==> config.mk <==
export PLATFORM = sky130hd
export DESIGN_NAME = cv_init_ctrl
export DESIGN_NICKNAME = d
export VERILOG_FILES = /design/src/rtl/cv_pkg.sv /design/src/rtl/cv_state.sv /design/src/rtl/cv_latency.sv /design/src/rtl/cv_pending.sv /design/src/rtl/cv_init_ctrl.sv
export SDC_FILE = /design/constraint.sdc
export NUM_CORES = 1
export LEC_CHECK = 0
export ABC_AREA = 1
export BUFFER_PORTS_ARGS = -buffer_cell sky130_fd_sc_hd__buf_4
export CORE_MARGIN = 3
export CORE_UTILIZATION = 25
export DETAILED_ROUTE_END_ITERATION = 8
export GPL_TIMING_DRIVEN = 1
export RECOVER_POWER = 50
export SLEW_MARGIN = 20
export SYNTH_ARGS = -nofsm -noshare
export SYNTH_HDL_FRONTEND = slang
export SYNTH_SLANG_ARGS = --single-unit
==> constraint.sdc <==
create_clock -name clk -period 2.1 [get_ports clk]
set_input_delay 0.105 -clock clk [delete_from_list [all_inputs] [get_ports clk]]
set_output_delay 0.105 -clock clk [all_outputs]
set_load 0.01 [all_outputs]
==> src/rtl/cv_pkg.sv <==
package cv_pkg;
  localparam int unsigned DEF_TASK_LEN = 8;
  localparam logic [DEF_TASK_LEN-2:0] DEF_CV = 7'b1011010;
  localparam int unsigned DEF_LAT_W = 5;
  localparam int unsigned DEF_PEND_W = 2;
endpackage

==> src/rtl/cv_state.sv <==
module cv_state #(
  parameter int unsigned VEC_W = 7,
  parameter logic [VEC_W-1:0] CV = '0
) (
  input  logic             clk,
  input  logic             rst,
  input  logic             fire_i,
  output logic [VEC_W-1:0] state_o,
  output logic             free_o
);
  logic [VEC_W-1:0] st_q;
  logic [VEC_W-1:0] st_d;

  // each bit takes its upper neighbour; on a start the vector is merged in
  for (genvar k = 0; k < VEC_W; k++) begin : g_bit
    if (k == VEC_W - 1) begin : g_top
      assign st_d[k] = fire_i & CV[k];
    end else begin : g_mid
      assign st_d[k] = st_q[k+1] | (fire_i & CV[k]);
    end
  end

  always_ff @(posedge clk) begin
    if (rst) st_q <= '0;
    else     st_q <= st_d;
  end

  assign state_o = st_q;
  assign free_o  = ~st_q[0];
endmodule

==> src/rtl/cv_latency.sv <==
module cv_latency #(
  parameter int unsigned LAT_W = 5
) (
  input  logic             clk,
  input  logic             rst,
  input  logic             fire_i,
  output logic [LAT_W-1:0] since_o,
  output logic [LAT_W-1:0] gap_o
);
  localparam logic [LAT_W-1:0] LAT_MAX = {LAT_W{1'b1}};
  localparam logic [LAT_W-1:0] LAT_ONE = {{(LAT_W-1){1'b0}}, 1'b1};

  logic [LAT_W-1:0] since_q;
  logic [LAT_W-1:0] gap_q;

  always_ff @(posedge clk) begin
    if (rst) begin
      since_q <= LAT_MAX;
      gap_q   <= '0;
    end else if (fire_i) begin
      gap_q   <= since_q;
      since_q <= LAT_ONE;
    end else if (since_q != LAT_MAX) begin
      since_q <= since_q + LAT_ONE;
    end
  end

  assign since_o = since_q;
  assign gap_o   = gap_q;
endmodule

==> src/rtl/cv_pending.sv <==
module cv_pending #(
  parameter int unsigned PEND_W = 2
) (
  input  logic              clk,
  input  logic              rst,
  input  logic              req_i,
  input  logic              fire_i,
  output logic              wait_o,
  output logic [PEND_W-1:0] count_o
);
  localparam logic [PEND_W-1:0] PEND_MAX = {PEND_W{1'b1}};
  localparam logic [PEND_W-1:0] PEND_ONE = {{(PEND_W-1){1'b0}}, 1'b1};

  logic [PEND_W-1:0] cnt_q;
  logic              take;

  // a request is kept unless the count is full and nothing leaves
  assign take = req_i & ((cnt_q != PEND_MAX) | fire_i);

  always_ff @(posedge clk) begin
    if (rst) begin
      cnt_q <= '0;
    end else begin
      case ({take, fire_i})
        2'b10:   cnt_q <= cnt_q + PEND_ONE;
        2'b01:   cnt_q <= cnt_q - PEND_ONE;
        default: cnt_q <= cnt_q;
      endcase
    end
  end

  assign wait_o  = (cnt_q != '0);
  assign count_o = cnt_q;
endmodule

==> src/rtl/cv_init_ctrl.sv <==
module cv_init_ctrl
  import cv_pkg::*;
#(
  parameter int unsigned TASK_LEN = DEF_TASK_LEN,
  parameter logic [TASK_LEN-2:0] CV = DEF_CV,
  parameter int unsigned LAT_W = DEF_LAT_W,
  parameter int unsigned PEND_W = DEF_PEND_W
) (
  input  logic                clk,
  input  logic                rst,
  input  logic                req_i,
  input  logic                greedy_i,
  input  logic [LAT_W-1:0]    min_gap_i,
  output logic                grant_o,
  output logic [TASK_LEN-2:0] state_o,
  output logic [LAT_W-1:0]    since_o,
  output logic [LAT_W-1:0]    gap_o,
  output logic [PEND_W-1:0]   pend_o
);
  localparam int unsigned VEC_W = TASK_LEN - 1;

  logic free;
  logic waiting;
  logic spaced;
  logic fire;

  assign spaced  = greedy_i | (since_o >= min_gap_i);
  assign fire    = (req_i | waiting) & free & spaced;
  assign grant_o = fire;

  cv_state #(.VEC_W(VEC_W), .CV(CV)) u_state (
    .clk(clk), .rst(rst), .fire_i(fire), .state_o(state_o), .free_o(free)
  );

  cv_latency #(.LAT_W(LAT_W)) u_lat (
    .clk(clk), .rst(rst), .fire_i(fire), .since_o(since_o), .gap_o(gap_o)
  );

  cv_pending #(.PEND_W(PEND_W)) u_pend (
    .clk(clk), .rst(rst), .req_i(req_i), .fire_i(fire),
    .wait_o(waiting), .count_o(pend_o)
  );
endmodule

==> metrics.cfg <==
[cts]
cts.repair.resized=0
ctsHoldBuffers=1
post_cts_buffers=0
cts_root_buf=clkbuf_4
clock_path_buffers=2
clkSinkCount=19
clk_latency_ps=290
path_clk_slew_ps=110
htreeDepth=1
cts_made_buffers=3
tritoncts=built

[timing]
max_freq_mhz=546
setup_violations=0
skew_ps=5.89
period_needed_ps=1830
slew_violations=0
worst_pin_slew_ps=311
hold_viol_final=0
finalCritPeriodShare_pct=87.1
relSlewSlack_pct=79.2
setup_tns_ps=0
rsz0062_at_grt=false

[layout]
area_growth_pct=24.5
drive_above_1_share_pct=14.8
multi_input_area_um2=405
regArea_um2=380
num_antenna_cells=0
fill_cells=374
final_nets=166
final_util_pct=32.9

[global_route]
grt-ovfl-total=0
track_usage_pct=9.75
grt_max_degree=12
grt_pass1_vias=765
grt_pass1_wl_mm=3.24
antenna_found_initial=0

[synthesis]
synth_area_leaders=dfxtp_1 43%, nand2_1 15%, ha_1 9.8%, inv_1 7.6%, nor2_1 4.2%
synthCells=119
syn-cell-area_um2=895
synth-warning-count=0
synth_top_area_cell=dfxtp_1
synth_top_area_share_pct=42.5
seq_area_frac_synth_pct=42.5
ys_ff_latch=19
syn_nets=135
syn_avg_cell_area_um2=7.52
synth_cell_types=18

[worst_setup_path]
cp.required_ps=2000
max_stage_delay_ps=400
path_class=flop to output pin
reg2reg_to=u_lat.gap_o[1]
r2r_slack_ps=460
cpMaxStageDelayCell=dfxtp_1
cp.arrival_ps=1730
cp_common_cell=nand2_1
crit_chain=inv_1, ha_1, inv_1, nand2_1, nand2_1, nand2_1, nand2_1, nand2_2, nand2_4, clkinv_4, buf_4
critPathCaptureType=output pin
cp-start-kind=flop
r2r_cells=14
r2r_start=u_lat.since_o[0]
path_max_fanout=5

[placed_design]
place_congestion=0.807
place_hpwl_mm=1.53
port_buffers=28

[power_and_ir_drop]
internal-power_uw=852
p_leak_uw=0.000577
power.switching_uw=660
power_frac_seq_pct=41.0
swShare_pct=43.6
ir_worst_vdd_v=0.000523
power_frac_clock_pct=12.1
p_comb_share_pct=47.0
powerDensity_nw_per_um2=1360

[routing]
vias=813
wl_per_cell_um=9.97
avgViaCountPerCell=4.17
first_pass_iters=4
drc_errors=0
drtIter0Drc=12
wirelength_mm=1.95
antenna_left=0

[floorplan]
die_w_um=65.8
initial_utilization_pct=26.4
die_area_um2=4330
core.rowCount=21
die-height_um=65.8
core_area_um2=3390
ios=29

[min_path]
min_to=u_pend.count_o[1]
min_from=req_i
hold_path_class=primary input to flop
whs_path_depth=5

[outcome]
status=complete, no violations

[job]
max_cap_viol_count=0

[Yosys cell counts]
cell type   n
nand2_1    36
dfxtp_1    19
inv_1      18
nor2_1     10
ha_1        7
nand3_1     7
a21oi_1     3
buf_4       3
o21ai_0     3
a21oi_2     2
nand2_4     2
o21ai_1     2
xor2_1      2
clkinv_1    1
clkinv_4    1
inv_4       1
nand2_2     1
nand4_1     1
[routing by layer]
metal	global-route usage (%)	wire length, um	up-vias	share of wire (%)
met5	0	0	-	0
met4	7.51	53	0	2.7
met3	1.36	81	4	4.2
met2	15.6	908	24	47
met1	11.6	902	364	46
li1	-	-	421	-
[area by class of cell]
class / instances / area share [%]
clock buffer: 3 / 2.02
multi-input combinational: 76 / 36.4
tap: 46 / 5.17
clock inverter: 1 / 0.449
sequential: 19 / 34.2
timing repair buffer: 29 / 14.0
inverter: 21 / 7.75
[how the worst max path moves through the flow]
stage	start	slack (ps)	to	cells past startpoint
floorplan	u_lat.since_o[0]	570	u_lat.gap_o[2]	14
global placement	u_lat.since_o[0]	480	u_lat.gap_o[2]	14
detailed placement	u_lat.since_o[0]	470	u_lat.gap_o[1]	14
CTS	u_lat.since_o[0]	260	grant_o	11
global route	u_lat.since_o[0]	170	grant_o	11
finish	u_lat.since_o[0]	270	grant_o	11
[layout by cell type (no fill, tap or decap), types with 3 or more instances in the layout]
cell      count
a21oi_1       3
buf_4        11
clkbuf_1     17
clkbuf_4      3
dfxtp_1      19
ha_1          7
inv_1        18
nand2_1      36
nand3_1       7
nor2_1       10
o21ai_0       3
[state kept, by name, indices dropped and copies added, names as in the netlist]
| register | flops |
|---|---|
| u_state.state_o | 7 |
| u_pend.count_o | 2 |
| u_lat.gap_o | 5 |
| u_lat.since_o | 5 |
[critical path: cells and delay by family, from the launching register on]
| kind | cells | cell delay (ps) |
|---|---|---|
| flops | 1 | 400 |
| buf+inv | 4 | 390 |
| simple gates | 6 | 360 |
| fa+ha+maj | 1 | 280 |
[through the flow]
step                area, um^2  setup WS (ps)  hold slack (ps)  instances  total power, uW
CTS                       1180            257              256        195             1620
detailed placement        1140            473              318        190             1430
global placement          1140            476              318        190             1420
floorplan                  895            568              167        119             1110
finish                    1110            270              282        195             1510
global route              1110            165              294        195             1660
[logic make-up after synthesis]
kind of cell | count (synthesis) | synth area share [%]
AND/OR/NAND/NOR | 57 | 27.1
buffers and inverters | 24 | 12.2
flip-flops | 19 | 42.5
AO/OA/AOI/OAI | 10 | 6.43
adder cells (fa/ha/maj) | 7 | 9.79
XOR/XNOR | 2 | 1.96
[power by group through the flow]
stage | clock (uW) | sequential [uW] | combinational [uW]
floorplan | 0 | 654 | 458
global placement | 0 | 628 | 789
detailed placement | 0 | 633 | 795
CTS | 192 | 624 | 805
global route | 205 | 636 | 816
finish | 182 | 619 | 711
Note: power is estimated with default switching activity, not from simulation.
